<file path="src/rtl/cfg_serial_port.sv">
module cfg_serial_port #(
  parameter int CMD_W    = 56,
  parameter int DAT_W    = 16,
  parameter int RB_START = 19
) (
  input  logic             clk,
  input  logic             rst_n,
  input  logic             start,
  input  logic [15:0]      count_cfg,
  input  logic [CMD_W-1:0] cmd_word,
  input  logic [DAT_W-1:0] data_word,
  input  logic             rd_req,
  input  logic             rb_in,
  output logic             cfg_clk_en,
  output logic             cfg_load,
  output logic             cfg_sdo,
  output logic             busy,
  output logic             rb_out
);

  localparam int AC_W  = 6;
  localparam int DT_W  = 13;
  localparam int CYC_W = $clog2(RB_START + 1);

  logic [AC_W-1:0]  ac_left;
  logic [DT_W-1:0]  dt_left;
  logic [CMD_W-1:0] cmd_sr;
  logic [DAT_W-1:0] dat_sr;
  logic [CYC_W-1:0] cyc;
  logic             rd_q;

  wire [AC_W-1:0] ac_init = {count_cfg[2:0], 3'b000};
  wire            go      = start && !busy;
  wire            nz      = |count_cfg;
  wire            ac_on   = ac_left != '0;
  wire [AC_W-1:0] ac_nxt  = ac_on ? ac_left - AC_W'(1) : ac_left;
  wire [DT_W-1:0] dt_nxt  = ac_on ? dt_left : dt_left - DT_W'(1);

  always_ff @(posedge clk) begin
    if (!rst_n) begin
      ac_left    <= '0;
      dt_left    <= '0;
      cmd_sr     <= '0;
      dat_sr     <= '0;
      cyc        <= '0;
      rd_q       <= 1'b0;
      busy       <= 1'b0;
      cfg_clk_en <= 1'b0;
      cfg_load   <= 1'b0;
      cfg_sdo    <= 1'b0;
    end else if (go) begin
      rd_q       <= rd_req;
      cyc        <= CYC_W'(1);
      ac_left    <= ac_init;
      dt_left    <= count_cfg[15:3];
      busy       <= nz;
      cfg_clk_en <= 1'b0;
      cmd_sr     <= cmd_word;
      dat_sr     <= data_word;
      if (ac_init != '0) begin
        cfg_load <= 1'b0;
        cfg_sdo  <= cmd_word[CMD_W-1];
        cmd_sr   <= cmd_word << 1;
      end else if (nz) begin
        cfg_load <= 1'b1;
        cfg_sdo  <= data_word[DAT_W-1];
        dat_sr   <= data_word << 1;
      end else begin
        cfg_load <= 1'b0;
        cfg_sdo  <= 1'b0;
      end
    end else if (busy) begin
      if (int'(cyc) < RB_START) cyc <= cyc + CYC_W'(1);
      if (!cfg_clk_en) begin
        cfg_clk_en <= 1'b1;
      end else begin
        cfg_clk_en <= 1'b0;
        ac_left    <= ac_nxt;
        dt_left    <= dt_nxt;
        if (ac_nxt != '0) begin
          cfg_sdo <= cmd_sr[CMD_W-1];
          cmd_sr  <= cmd_sr << 1;
        end else if (dt_nxt != '0) begin
          cfg_load <= 1'b1;
          cfg_sdo  <= dat_sr[DAT_W-1];
          dat_sr   <= dat_sr << 1;
        end else begin
          busy     <= 1'b0;
          cfg_load <= 1'b0;
          cfg_sdo  <= 1'b0;
        end
      end
    end
  end

  always_ff @(posedge clk) begin
    if (!rst_n) rb_out <= 1'b0;
    else        rb_out <= (busy && rd_q && int'(cyc) >= RB_START) ? rb_in : 1'b0;
  end

  AST_IDLE_QUIET: assert property (@(posedge clk) disable iff (!rst_n)
    !busy |-> (!cfg_clk_en && !cfg_load));
  AST_HIGH_ONE_CYCLE: assert property (@(posedge clk) disable iff (!rst_n)
    cfg_clk_en |=> !cfg_clk_en);
  AST_SDO_STABLE_RISE: assert property (@(posedge clk) disable iff (!rst_n)
    $rose(cfg_clk_en) |-> $stable(cfg_sdo));
  AST_LOAD_FALL_AT_END: assert property (@(posedge clk) disable iff (!rst_n)
    $fell(cfg_load) |-> !busy);
  AST_START_IGNORED: assert property (@(posedge clk) disable iff (!rst_n)
    (busy && !cfg_clk_en && start) |=> cfg_clk_en);
  AST_RB_QUIET_IDLE: assert property (@(posedge clk) disable iff (!rst_n)
    !busy |=> !rb_out);

endmodule

</file>
<file path="config.mk">
export PLATFORM = sky130hd
export DESIGN_NAME = cfg_serial_port
export DESIGN_NICKNAME = d
export VERILOG_FILES = /design/src/rtl/cfg_serial_port.sv
export SDC_FILE = /design/constraint.sdc
export NUM_CORES = 1
export LEC_CHECK = 0
export BUFFER_PORTS_ARGS = -buffer_cell sky130_fd_sc_hd__buf_2
export CAP_MARGIN = 20
export CORE_MARGIN = 2
export CORE_UTILIZATION = 51
export DETAILED_ROUTE_END_ITERATION = 10
export GPL_ROUTABILITY_DRIVEN = 0
export PLACE_DENSITY_LB_ADDON = 0.12
export SETUP_SLACK_MARGIN = 0.4
export SLEW_MARGIN = 5
export SYNTH_ARGS = -nofsm -noshare
export SYNTH_HDL_FRONTEND = slang
export SYNTH_SLANG_ARGS = --single-unit
export TNS_END_PERCENT = 1
</file>
<file path="constraint.sdc">
create_clock -name clk -period 2.28 [get_ports clk]
set_input_delay 0 -clock clk [delete_from_list [all_inputs] [get_ports clk]]
set_output_delay 0 -clock clk [all_outputs]
set_load 0.05 [all_outputs]
</file>
-- Word level (Yosys, flattened, before mapping)
Index checks and enable logic that the tools add are counted.
- flip-flop bits (word level): 102
- input port bits: 93
- output and inout port bits: 5
- logic and storage cells: 85
- add/subtract/negate cells: 3
- order comparisons: 2
- equality and inequality tests: 1
- multiplexer cells: 42
- bitwise operators: 1
- reductions and logical operators: 23
- operators with widths (cell ; count):
    two-way mux 56 bit ; 5
    two-way mux 16 bit ; 7
    two-way mux 13 bit ; 4
    two-way mux 6 bit ; 4
    two-way mux 1 bit ; 22
    nonzero test 6 bit ; 3
    OR reduction 16 bit ; 1
    nonzero test 13 bit ; 1
    subtractor 13 x 1 -> 13 bit, second input constant ; 1
    AND reduction 2 bit ; 5
    nonzero test 2 bit ; 5
    AND reduction 3 bit ; 2
    subtractor 6 x 1 -> 6 bit, second input constant ; 1
    adder 5 x 1 -> 5 bit, second input constant ; 1
    >= comparator 5 bit, second input constant ; 1
    < comparator 5 bit, second input constant ; 1
    AND reduction 4 bit ; 1
    logical AND 1 bit ; 3
    inequality test 2 bit, second input constant ; 1
    OR reduction 2 bit ; 1
    logical NOT 1 bit ; 1
    NOT 1 bit ; 1

-- Logic depth before layout (Yosys ltp)
Gate-level depths: netlist of run 1.
- depth in word-level cells: 8
- mapped depth: 10
- depth with buffers taken out: 8

-- Worst setup path before layout of run 1
Ideal clock, no wire load.
- path kind: reg-to-reg
- start point: register busy
- end point: register dat_sr[10]
- library setup time: 122 ps
- arrival time: 2393 ps
- required time: 2158 ps
- path slack: -235 ps
- cell stages (with the launch flop): 8
- path buffers: 2
- path through: dfxtp_1 > clkbuf_1 > nand2_1 > nor4_4 > nand2_1 > clkbuf_1 > and4_1 > a221o_1
- word-level cells in the longest chain between the ends: 4
- elaborated cells between the ends (all ways): 8
- RTL lines (item ; line ; source):
    from (decl) ; 17 ; output logic busy,
    from (signal assigned) ; 56 ; busy <= nz;
    logical NOT 1 bit ; 33 ; wire go = start && !busy;
    logical AND 1 bit ; 33 ;
    inequality test 2 bit (no line) or nonzero test 2 bit (tied branches) ; -- ;
    AND reduction 4 bit (no line) ; -- ;
    to (signal assigned) ; 59 ; dat_sr <= data_word;
    to (signal assigned) ; 67 ; dat_sr <= data_word << 1;
    to (signal assigned) ; 86 ; dat_sr <= dat_sr << 1;
    to (decl) ; 28 ; logic [DAT_W-1:0] dat_sr;
Parallel ways exist; a longest one is shown, timed or not.
A chain may end at the register's enable or synchronous reset.

-- Worst setup path in the final report of run 1
- start point: register ac_left[1]
- end point: register cmd_sr[35]
- word-level cells in the longest chain between the ends: 5
- elaborated cells between the ends (all ways): 6
- RTL lines (item ; line ; source):
    from (decl) ; 25 ; logic [AC_W-1:0] ac_left;
    from (signal assigned) ; 54 ; ac_left <= ac_init;
    from (signal assigned) ; 78 ; ac_left <= ac_nxt;
    subtractor 6 x 1 -> 6 bit or nonzero test 6 bit (tied branches) ; 36, 35 ;
    two-way mux 6 bit * ; 36 ; wire [AC_W-1:0] ac_nxt = ac_on ? ac_left - AC_W'(1) : ac_left;
    nonzero test 6 bit * ; 80 ; if (ac_nxt != '0) begin
    nonzero test 2 bit (no line) * ; -- ;
    AND reduction 3 bit (no line) * ; -- ;
    to (signal assigned) ; 58 ; cmd_sr <= cmd_word;
    to (signal assigned) ; 63 ; cmd_sr <= cmd_word << 1;
    to (signal assigned) ; 82 ; cmd_sr <= cmd_sr << 1;
    to (decl) ; 27 ; logic [CMD_W-1:0] cmd_sr;
Mark *: on every way between the ends. The rest lies on a longest branch, timed or not.

==> flow_summary.yaml, run 1 <==
synth:
  synth.lib_cells_used.distinct: 66
  synth-seq-area-share_pct: 34.7
  netlist.top_cell.by_area: "dfxtp_1"
  synthesis.nets: 805
  synthFlopType: "dfxtp_1"
  postSynthAreaPerCell_sq_um: 8.31
  synth_area_leaders: "dfxtp_1 (35%), nand2_1 (9.1%), mux2_1 (8.6%)"
  async_reset_ff_share_pct: 0
  synth.ff_latch_count: 102
  synthesis_warnings: 0
  synth_top_area_share_pct: 34.7
  syn-instance-count: 708
  mappedNetlistArea_sq_um: 5880
  synth-edff-count: 0
route:
  drt-wirelength-per-cell_um: 17.3
  num_vias: 6174
  post-route-drc-count: 0
  route.detailed.vias_per_inst: 5.88
  drtPass1Iterations: 5
  detailedRoute.firstIterationViolations: 471
  detail-route-antenna-nets: 0
  wl_um: 18100
place:
  port_buffers: 97
  half_perimeter_wire_length_after_placement_um: 10300
  place_inst: 942
outcome:
  violations: "negative setup slack"
  outcome: "finished with violations"
cts:
  clock_sink_count: 102
  cts_max_path_buffers: 2
  cts_tree: "yes"
  tritoncts.num_buffers: 9
  ctsHtreeMaxLevel: 3
  worst_skew_pair.late_latency_ps: 360
  clock_tree_root_driver_cell: "clkbuf_16"
  worst_setup_hold_path_clk_slew_ps: 70
setup_path:
  regToRegStartpoint: "ac_left[1]$_SDFFE_PP0P_"
  timing_worst_setup_path_type: "register to register"
  critical_path.endpoint_type: "register"
  rrSetupSlack_ps: -70
  cp.required_ps: 2470
  cp-startpoint: "ac_left[1]$_SDFFE_PP0P_"
  worst_setup_path_endpoint: "cmd_sr[35]$_SDFFE_PN0P_"
  critPathMaxFanout: 6
  capturing_point_of_the_worst_reg2reg_path: "cmd_sr[35]$_SDFFE_PN0P_"
  timing.critical_path.arrival_ps: 2540
  timing.reg2reg.worst_path_depth: 11
  timing.critical_path.from_type: "register"
sta:
  layout_setup_ws_ps: -65.9
  slew_viol_final: 0
  relSlewSlack_pct: 31.6
  unrepaired_setup_endpoints_after_global_routing: "yes"
  fmaxAchievable_mhz: 426
  period_needed_ps: 2350
  clock-skew-final_ps: 8.32
  hold_ws_ps: 11.4
  least_margin_pin_slew_ps: 1020
  report.final.setup_viol: 53
  post-route-period-util_pct: 103
  setup-tns-final_ps: -1640
  report.final.hold_viol_count: 0
global_routing:
  met2_usage_pct: 48.1
  first_pass_grt_wire_length_um: 28400
  groute.usage.overall_pct: 27.6
  grt-ovfl-total: 0
  largest_net_degree_at_the_start_of_global_routing: 84
  globalRouteMet1Util_pct: 34.5
  grt.busiest_layer: "met2"
  grt.met3_usage_pct: 4.08
  grt_pass1_vias: 6015
  antenna_found_initial: 0
finish:
  insertedDiodeCount: 0
  fin_cells: 1050
  layout.nets: 1002
  drive_above_1_share_pct: 35.1
  flow.area_growth_from_synthesis_pct: 45.4
power:
  power.density_cell_area_nw_per_um2: 572
  netSwitchingPower_mw: 1.49
  comb_power_share_pct: 29.8
  peakVddDrop_uv: 509
  clockPowerShare_pct: 28.5
  power_frac_seq_pct: 41.7
  report.power.total_mw: 4.89
  p_int_mw: 3.40
  total_leakage_power_nw: 3.74
  p_sw_share_pct: 30.5
die:
  placement_rows: 39
  initial_utilization_pct: 52.0
  dieHeight_um: 111
  placeableCoreArea_sq_um: 11300
  pin_count: 98
  floorplan.die_area_sq_um: 12400
  die_width_um: 111
hold_path:
  hold_start: "data_word[8]"
  timing.hold.worst_path_depth: 3
  hold_class: "primary input to register"
job:
  timing.max_cap.violations: 0
-- power groups by stage --
stage | combinational, mW | clock (mW) | sequential [mW]
floorplan | 0.698 | 0 | 2.07
global placement | 1.06 | 0 | 2.06
detailed placement | 1.08 | 0 | 2.07
CTS | 1.28 | 1.40 | 2.03
global route | 1.57 | 1.48 | 2.06
finish | 1.46 | 1.39 | 2.04
-- cells in the final DEF, fill, tap and decap left out, types with 6 or more instances in the layout --
cell	instances
nor2_4	7
a311oi_1	54
nor2_2	16
a21oi_1	23
a221o_1	14
nand2_1	141
and4_1	14
buf_2	97
dlygate4sd3_1	75
o21ai_0	7
mux2_4	41
nor3_1	9
clkbuf_16	12
mux2_1	13
and3_1	15
nor2_1	63
dfxtp_1	93
buf_4	47
nand3_1	9
buf_6	13
a31oi_1	6
dfxtp_2	8
mux2_2	16
-- critical path: stages (launching register included) --
cell,delay (ps)
dfxtp_2,320
inv_2,70
ha_4,150
nor4b_4,270
mux2i_4,340
buf_6,140
o31ai_4,60
buf_6,180
clkbuf_16,170
mux2_4,300
nor2_2,110
a311oi_1,60
-- sequential cells by signal (all words and copies together), names as in the netlist --
| name | flops |
|---|---|
| dat_sr | 16 |
| dt_left | 13 |
| cfg_load | 1 |
| busy | 1 |
| rb_out | 1 |
| cfg_sdo | 1 |
| ac_left | 6 |
| cfg_clk_en | 1 |
| rd_q | 1 |
| cmd_sr | 56 |
| cyc | 5 |
-- what timing repair did --
action	in CTS	in global routing
gates cloned	3	3
endpoints found under the hold margin	75	0
endpoints found under the setup margin	82	83
hold buffers	75	0
setup buffers	12	2
pin swaps	18	38
gates resized for setup	42	82
-- worst min-delay path by stage --
stage	to	slack (ps)
6_report	dat_sr[8]$_SDFFE_PN0P_	10
5_1_grt	dat_sr[5]$_SDFFE_PN0P_	20
4_1_cts	dat_sr[8]$_SDFFE_PN0P_	5
3_5_place_dp	dat_sr[0]$_SDFFE_PN0P_	260
3_3_place_gp	dt_left[4]$_SDFFE_PN0P_	260
2_1_floorplan	rd_q$_SDFFE_PN0P_	140
-- cells in the mapped netlist, types with 10 or more instances --
cell and instances:
nand2_1 142, dfxtp_1 102, nor2_1 86, a311oi_1 56
clkbuf_1 45, mux2_1 45, mux2_2 25, a21oi_1 23
and3_1 15, a221o_1 14, and4_1 14, nor3_1 11
o21ai_0 10
-- routing by layer --
metal | wire [um] | up-vias | share of wire, %
met1 | 7940 | 2960 | 44
met3 | 703 | 33 | 3.9
met5 | 0 | - | 0
met2 | 9050 | 175 | 50
li1 | - | 3006 | -
met4 | 453 | 0 | 2.5
-- through the flow --
stage | util, % | area [sq um] | setup WS, ps
finish | 75.6 | 8550 | -65.9
detailed placement | 60.3 | 6820 | -134
global route | 75.6 | 8550 | -165
floorplan | - | 5950 | 7.27
CTS | 72.1 | 8160 | -23.5
global placement | 60.3 | 6820 | -41.0
-- layout make-up --
| class | instances | area [sq um] |
|---|---|---|
| sequential | 102 | 2060 |
| inverter | 8 | 30.0 |
| clock buffer | 11 | 233 |
| fill | 812 | 2770 |
| multi-input combinational | 542 | 4080 |
| clock inverter | 2 | 12.5 |
| tap | 143 | 179 |
| timing repair buffer | 242 | 1970 |
-- kinds of logic (layout without fill, tap and decap cells) --
kind of cell / Yosys count / count (layout) / share of synthesized area, %
and+or+nand+nor: 318 / 319 / 26.1
xor gates and xnor gates: 3 / 3 / 0.447
adders and majority gates: 4 / 4 / 0.851
buffers and inverters: 65 / 263 / 4.74
AOI/OAI and AO/OA: 142 / 142 / 19.1
DFF: 102 / 102 / 34.7
muxes: 74 / 74 / 14.1
No activity file was read; power rests on OpenSTA's default activity.
==> run 2, diff against run 1 <==
Settings changed: ABC_AREA set to 1, CORE_UTILIZATION 51 to 52.
==> run 2 against run 1 <==
  * The flow now finishes without violations
  * Power increased by 0.84%
  * Clock skew increased by 1.2 ps
  * Non-clock buffer count decreased by 92
  * Flip-flop and latch count unchanged
  * Via count increased by 2.1%
  * Sequential share of layout area increased by 3.5 points
  * Clock power increased by 17%
  * Largest power group unchanged
  * Final cell count increased by 12%
  * Register-to-register slack improved by 250 ps
  * First-iteration DRC count decreased by 28%
  * Global-route usage decreased by 3.4 points
  * Utilization decreased by 9.9 points
==> flow_summary.yaml, run 2 <==
outcome:
  outcome: "complete, no violations"
route:
  detail-route-antenna-nets: 0
  met3_wirelength_um: 580
  drtPass1Iterations: 6
  drt-wirelength-per-cell_um: 12.9
  met2RoutedLength_um: 7160
  post-route-drc-count: 0
  wl_um: 15200
  num_vias: 6304
  met1Wirelength_um: 7060
  route.detailed.vias_per_inst: 5.34
  detailedRoute.firstIterationViolations: 340
  dr.max_layer_used: "met4"
die:
  die_width_um: 111
  dieHeight_um: 111
  initial_utilization_pct: 52.9
  placement_rows: 39
  floorplan.die_area_sq_um: 12400
  placeableCoreArea_sq_um: 11300
  pin_count: 98
global_routing:
  grt_pass1_vias: 5673
  antenna_found_initial: 0
  largest_net_degree_at_the_start_of_global_routing: 62
  grt-ovfl-total: 0
  groute.usage.overall_pct: 24.2
  first_pass_grt_wire_length_um: 25500
finish:
  insertedDiodeCount: 0
  most_flop_heavy_register: "cmd_sr"
  top_regs: "cmd_sr (56), dat_sr (16), dt_left (13)"
  seq_area_sq_um: 2050
  fin_area_sq_um: 7430
  layout_commonest_cell: "nand2_1"
  layout.nets: 1129
  drive_above_1_share_pct: 20.5
  fin_cells: 1180
  multi_input_comb_area_sq_um: 3650
  flow.area_growth_from_synthesis_pct: 24.2
  layout.filler_cells: 1055
  largest_register_ff_count: 56
  mostFrequentLayoutCells: "nand2_1 (196), nor2_1 (185), dfxtp_1 (97), buf_2 (97), o21ai_0 (94)"
hold_path:
  timing.hold.worst_path_depth: 5
  hold_start: "rb_in"
  min_delay_worst_endpoint: "rb_out$_SDFF_PN0_"
  hold_class: "primary input to register"
place:
  half_perimeter_wire_length_after_placement_um: 9470
  post_dp_cell_area_sq_um: 6560
  port_buffers: 97
  place_inst: 1123
setup_path:
  regToRegStartpoint: "ac_left[1]$_SDFFE_PP0P_"
  cp.required_ps: 2560
  critPathMaxFanout: 7
  timing.reg2reg.worst_path_depth: 17
  rrSetupSlack_ps: 190
  critical_path.endpoint_type: "register"
  timing.critical_path.from_type: "register"
  capturing_point_of_the_worst_reg2reg_path: "dat_sr[8]$_SDFFE_PN0P_"
  timing.critical_path.arrival_ps: 2380
  timing_worst_setup_path_type: "register to register"
sta:
  period_needed_ps: 2090
  report.final.hold_viol_count: 0
  unrepaired_setup_endpoints_after_global_routing: "yes"
  least_margin_pin_slew_ps: 538
  post-route-period-util_pct: 91.8
  fmaxAchievable_mhz: 478
  clock-skew-final_ps: 9.56
  setup-tns-final_ps: 0
  slew_viol_final: 0
  report.final.setup_viol: 0
  relSlewSlack_pct: 64.1
synth:
  synthFlopType: "dfxtp_1"
  synthesis.nets: 1025
  syn-instance-count: 928
  synth.lib_cells_used.distinct: 37
  mappedNetlistArea_sq_um: 5980
  synth-edff-count: 0
  synth-seq-area-share_pct: 34.1
  async_reset_ff_share_pct: 0
  post-synth-top-count-cell: "nand2_1"
  synth_top_cells_by_count: "nand2_1 (207), nor2_1 (189), dfxtp_1 (102)"
  netlist.top_cell.by_area: "dfxtp_1"
  synth_area_leaders: "dfxtp_1 (34%), nand2_1 (13%), nor2_1 (12%)"
  synth.ff_latch_count: 102
  synthesis_warnings: 0
  synth_top_area_share_pct: 34.1
  postSynthAreaPerCell_sq_um: 6.45
power:
  power.density_cell_area_nw_per_um2: 664
  peakVddDrop_uv: 607
  power_frac_seq_pct: 41.2
  netSwitchingPower_mw: 1.56
  total_leakage_power_nw: 3.51
  clockPowerShare_pct: 32.9
  p_int_mw: 3.37
  p_sw_share_pct: 31.6
  comb_power_share_pct: 25.9
job:
  timing.max_cap.violations: 0
cts:
  worst_setup_hold_path_clk_slew_ps: 70
  tritoncts.num_buffers: 9
  cts_tree: "yes"
  worst_skew_pair.late_latency_ps: 350
  cts_max_path_buffers: 2
  clock_sink_count: 102
  clock_tree_root_driver_cell: "clkbuf_16"
  ctsHtreeMaxLevel: 3
-- run 2: cell count changes after synthesis, sizes merged, moves of 35 or more --
cell,change
nand3,+80
a311oi,-56
mux2,-70
inv,+40
nor2,+111
o21ai,+95
o211a,+35
nand2,+79
-- run 2: worst max-delay path by stage --
stage / start / to / slack [ps] / cells past startpoint
finish: ac_left[1]$_SDFFE_PP0P_ / dat_sr[8]$_SDFFE_PN0P_ / 190 / 17
CTS: ac_left[1]$_SDFFE_PP0P_ / dat_sr[8]$_SDFFE_PN0P_ / 170 / 17
floorplan: ac_left[0]$_SDFFE_PP0P_ / cmd_sr[10]$_SDFFE_PN0P_ / 360 / 12
global route: ac_left[1]$_SDFFE_PP0P_ / dat_sr[1]$_SDFFE_PN0P_ / 40 / 17
detailed placement: ac_left[0]$_SDFFE_PP0P_ / dat_sr[8]$_SDFFE_PN0P_ / 40 / 14
global placement: ac_left[1]$_SDFFE_PP0P_ / dat_sr[4]$_SDFFE_PN0P_ / 100 / 15
-- run 2: area by class of cell --
type | count | area share, %
clock buffer | 10 | 3.22
clock inverter | 6 | 1.08
inverter | 50 | 2.54
multi-input combinational | 719 | 49.1
sequential | 102 | 27.6
tap | 143 | 2.41
timing repair buffer | 150 | 14.1
-- run 2: kinds of logic after synthesis --
kind of cell    after synthesis  share of synthesized area (%)
simple gates                525                           37.5
compound gates              185                           19.1
buf+inv                     110                           8.11
flops                       102                           34.1
fa+ha+maj                     4                          0.837
xor+xnor                      2                          0.293
-- run 2: layer usage --
layer / track usage [%] / up-vias
met5: 0 / -
met4: 8.72 / 0
met3: 4.26 / 28
met2: 40.4 / 123
met1: 31.5 / 2875
li1: - / 3278
-- run 2: repair_timing --
| action | CTS | global route |
|---|---|---|
| endpoints found under the setup margin | 75 | 75 |
| endpoints found under the hold margin | 19 | 0 |
| gates resized for setup | 14 | 25 |
| hold buffers | 19 | 0 |
| setup buffers | 12 | 5 |
| gates cloned | 4 | 1 |
| pin swaps | 12 | 20 |
-- run 2: power groups by stage --
stage	combinational (mW)	sequential (mW)	clock, mW
global placement	1.08	2.06	0
detailed placement	1.09	2.06	0
finish	1.28	2.03	1.62
CTS	1.21	2.03	1.64
floorplan	0.827	2.06	0
global route	1.44	2.05	1.70
-- run 2: through the flow --
stage | hold WS [ps] | power [mW] | setup WS (ps) | util, %
finish | 17.3 | 4.93 | 186 | 65.6
global route | 55.1 | 5.19 | 36.0 | 65.6
CTS | 14.3 | 4.88 | 172 | 64.4
detailed placement | 238 | 3.15 | 40.0 | 57.9
global placement | 237 | 3.14 | 104 | 57.9
floorplan | 135 | 2.89 | 356 | -
-- run 2: worst max-delay path, stage by stage (launching register included) --
cell and delay, ps:
dfxtp_2 340, inv_2 60, ha_4 180, nand2_4 90
nor2_4 50, buf_12 120, buf_4 130, nand2_1 60
nand2_1 80, nor2_2 120, nand2_2 80, nor2_4 130
nand3_4 120, nand2_8 150, nand2_8 90, nand2_2 80
nand2_1 40, nor2_1 120
==> run 3, diff against run 2 <==
Clock period 2.28 ns to 1.9 ns, I/O delays scaled along.
==> run 3 against run 2 <==
  * Utilization grew 1.3 points
  * Maximum frequency grew 0.67%
  * Highest routed layer unchanged
  * Count of clock-buffer cells in the layout grew 1
  * Non-clock buffer count grew 34
  * Flip-flop and latch count is the same
  * Critical endpoint is now cmd_sr[8]$_SDFFE_PN0P_
  * Clock skew shrank 1.4 ps
  * Register-to-register slack lost 370 ps
  * The run now ends with negative setup slack left
==> flow_summary.yaml, run 3 (synthesized netlist as in run 2, its figures left out) <==
sta:
  slew_viol_final: 0
  layout_setup_ws_ps: -180
  period_needed_ps: 2080
  hold_ws_ps: 19.5
  unrepaired_setup_endpoints_after_global_routing: "yes"
  report.final.hold_viol_count: 0
  clock-skew-final_ps: 8.17
  report.final.setup_viol: 74
  fmaxAchievable_mhz: 481
  post-route-period-util_pct: 109
  relSlewSlack_pct: 62.1
  least_margin_pin_slew_ps: 569
route:
  wl_um: 15300
  post-route-drc-count: 0
  detail-route-antenna-nets: 0
  detailedRoute.firstIterationViolations: 363
  drtPass1Iterations: 5
  drt-wirelength-per-cell_um: 12.7
  num_vias: 6372
  route.detailed.vias_per_inst: 5.27
global_routing:
  grt.met3_usage_pct: 4.32
  grt_pass1_vias: 5867
  antenna_found_initial: 0
  largest_net_degree_at_the_start_of_global_routing: 59
  grt-ovfl-total: 0
  globalRouteMet1Util_pct: 32.3
  met2_usage_pct: 43.5
  groute.usage.overall_pct: 25.3
  first_pass_grt_wire_length_um: 26500
  grt.busiest_layer: "met2"
die:
  pin_count: 98
  initial_utilization_pct: 52.9
  placement_rows: 39
  die_width_um: 111
  dieHeight_um: 111
  placeableCoreArea_sq_um: 11300
  floorplan.die_area_sq_um: 12400
outcome:
  outcome: "finished with violations"
  violations: "negative setup slack"
finish:
  flow.area_growth_from_synthesis_pct: 26.7
  layout.nets: 1161
  multi_input_comb_area_sq_um: 3600
  drive_above_1_share_pct: 22.4
  top_regs: "cmd_sr (56), dat_sr (16), dt_left (13)"
  largest_register_ff_count: 56
  fin_cells: 1210
  most_flop_heavy_register: "cmd_sr"
  layout_commonest_cell: "nand2_1"
  mostFrequentLayoutCells: "nand2_1 (203), nor2_1 (183), dfxtp_1 (99)"
  layout.filler_cells: 1068
  fin_area_sq_um: 7580
  insertedDiodeCount: 0
  seq_area_sq_um: 2050
power:
  comb_power_share_pct: 28.5
  p_int_mw: 3.98
  peakVddDrop_uv: 658
  p_sw_share_pct: 31.6
  clockPowerShare_pct: 29.8
  netSwitchingPower_mw: 1.83
  total_leakage_power_nw: 3.64
  power.density_cell_area_nw_per_um2: 767
  power_frac_seq_pct: 41.7
place:
  port_buffers: 97
  place_inst: 1167
  half_perimeter_wire_length_after_placement_um: 9980
  post_dp_cell_area_sq_um: 6900
setup_path:
  cp_cell_sequence: "inv_4, ha_4, nand3_4, xor2_1, buf_4, nor3_4, nand2_2, nand2_2, nand2_4, buf_6, buf_12, o211a_1"
  timing.critical_path.arrival_ps: 2330
  timing.critical_path.from_type: "register"
  critPathMaxFanout: 19
  cp.required_ps: 2150
  timing.critical_path.slowest_stage_cell: "dfxtp_2"
  critical_path.top_delay_family: "buffers and inverters"
  critical_path.endpoint_type: "register"
  worst-path-buf-inv: 4
  critical-path-top-cell-by-count: "nand2_2"
  critical_path.max_stage_delay_ps: 340
  timing_worst_setup_path_type: "register to register"
cts:
  tritoncts.num_buffers: 9
  worst_setup_hold_path_clk_slew_ps: 70
  ctsHtreeMaxLevel: 3
  clock_tree_root_driver_cell: "clkbuf_16"
  cts_tree: "yes"
  worst_skew_pair.late_latency_ps: 350
  cts_max_path_buffers: 2
  clock_sink_count: 102
job:
  timing.max_cap.violations: 0
hold_path:
  hold_class: "primary input to register"
run 3: cell count changes in the layout (fill, tap and decap cells not counted), moves of 3 or more:
cell / delta
buf_6: +3
o21ai_1: +6
nand2_1: +7
o21ai_0: -8
inv_2: -3
nand2_2: -6
buf_4: +32
run 3: power groups by stage:
stage               registers (mW)  clock network (mW)  logic (mW)
floorplan                     2.47                   0       0.992
global placement              2.47                   0        1.47
detailed placement            2.47                   0        1.48
CTS                           2.42                1.75        1.60
global route                  2.45                1.84        1.86
finish                        2.43                1.73        1.66
run 3: worst paths after layout:
check / slack [ps] / cells past startpoint / end / from
worst max-delay path: -180 / 12 / cmd_sr[8]$_SDFFE_PN0P_ / ac_left[0]$_SDFFE_PP0P_
worst min-delay path: 20 / 5 / rb_out$_SDFF_PN0_ / rb_in
worst max register to register: -180 / 12 / cmd_sr[8]$_SDFFE_PN0P_ / ac_left[0]$_SDFFE_PP0P_
worst min register to register: 450 / 2 / cmd_sr[54]$_SDFFE_PN0P_ / cmd_sr[54]$_SDFFE_PN0P_
run 3: stage by stage:
step,power [mW],util [%],TNS [ps],setup slack (ps)
2_1_floorplan,3.47,-,-1060,-24.1
3_3_place_gp,3.93,60.9,-6140,-160
3_5_place_dp,3.95,60.9,-8000,-199
4_1_cts,5.77,66.4,-4670,-129
5_1_grt,6.15,67.0,-16900,-305
6_report,5.81,67.0,-7090,-180
run 3: what timing repair did:
item / CTS / global route
gates resized for setup: 29 / 16
hold buffers: 19 / 0
hold endpoints to repair: 19 / 0
pin swaps: 8 / 4
setup endpoints to repair: 95 / 95
gates cloned: 2 / 0
buffers inserted: 4 / 4
run 3: cell type report:
type / instances / area share (%)
clock inverters: 3 / 0.281
clock buffers: 11 / 3.20
inverters: 50 / 2.56
multi-input cells: 717 / 47.5
repair buffers: 184 / 17.2
flip-flops and latches: 102 / 27.0
well taps: 143 / 2.36
run 3: worst reg2reg max path: stages (launching register included):
cell and delay [ps]:
dfxtp_2 340, inv_4 70, ha_4 170, nand3_4 120, xor2_1 180, buf_4 150
nor3_4 150, nand2_2 90, nand2_2 80, nand2_4 100, buf_6 170, buf_12 150
o211a_1 210
run 3: routing by layer:
metal	up-vias	routed length, um	part of all wire (%)
met5	-	0	0
met4	0	278	1.8
met3	23	675	4.4
met2	124	7180	47
met1	2896	7180	47
li1	3329	-	-
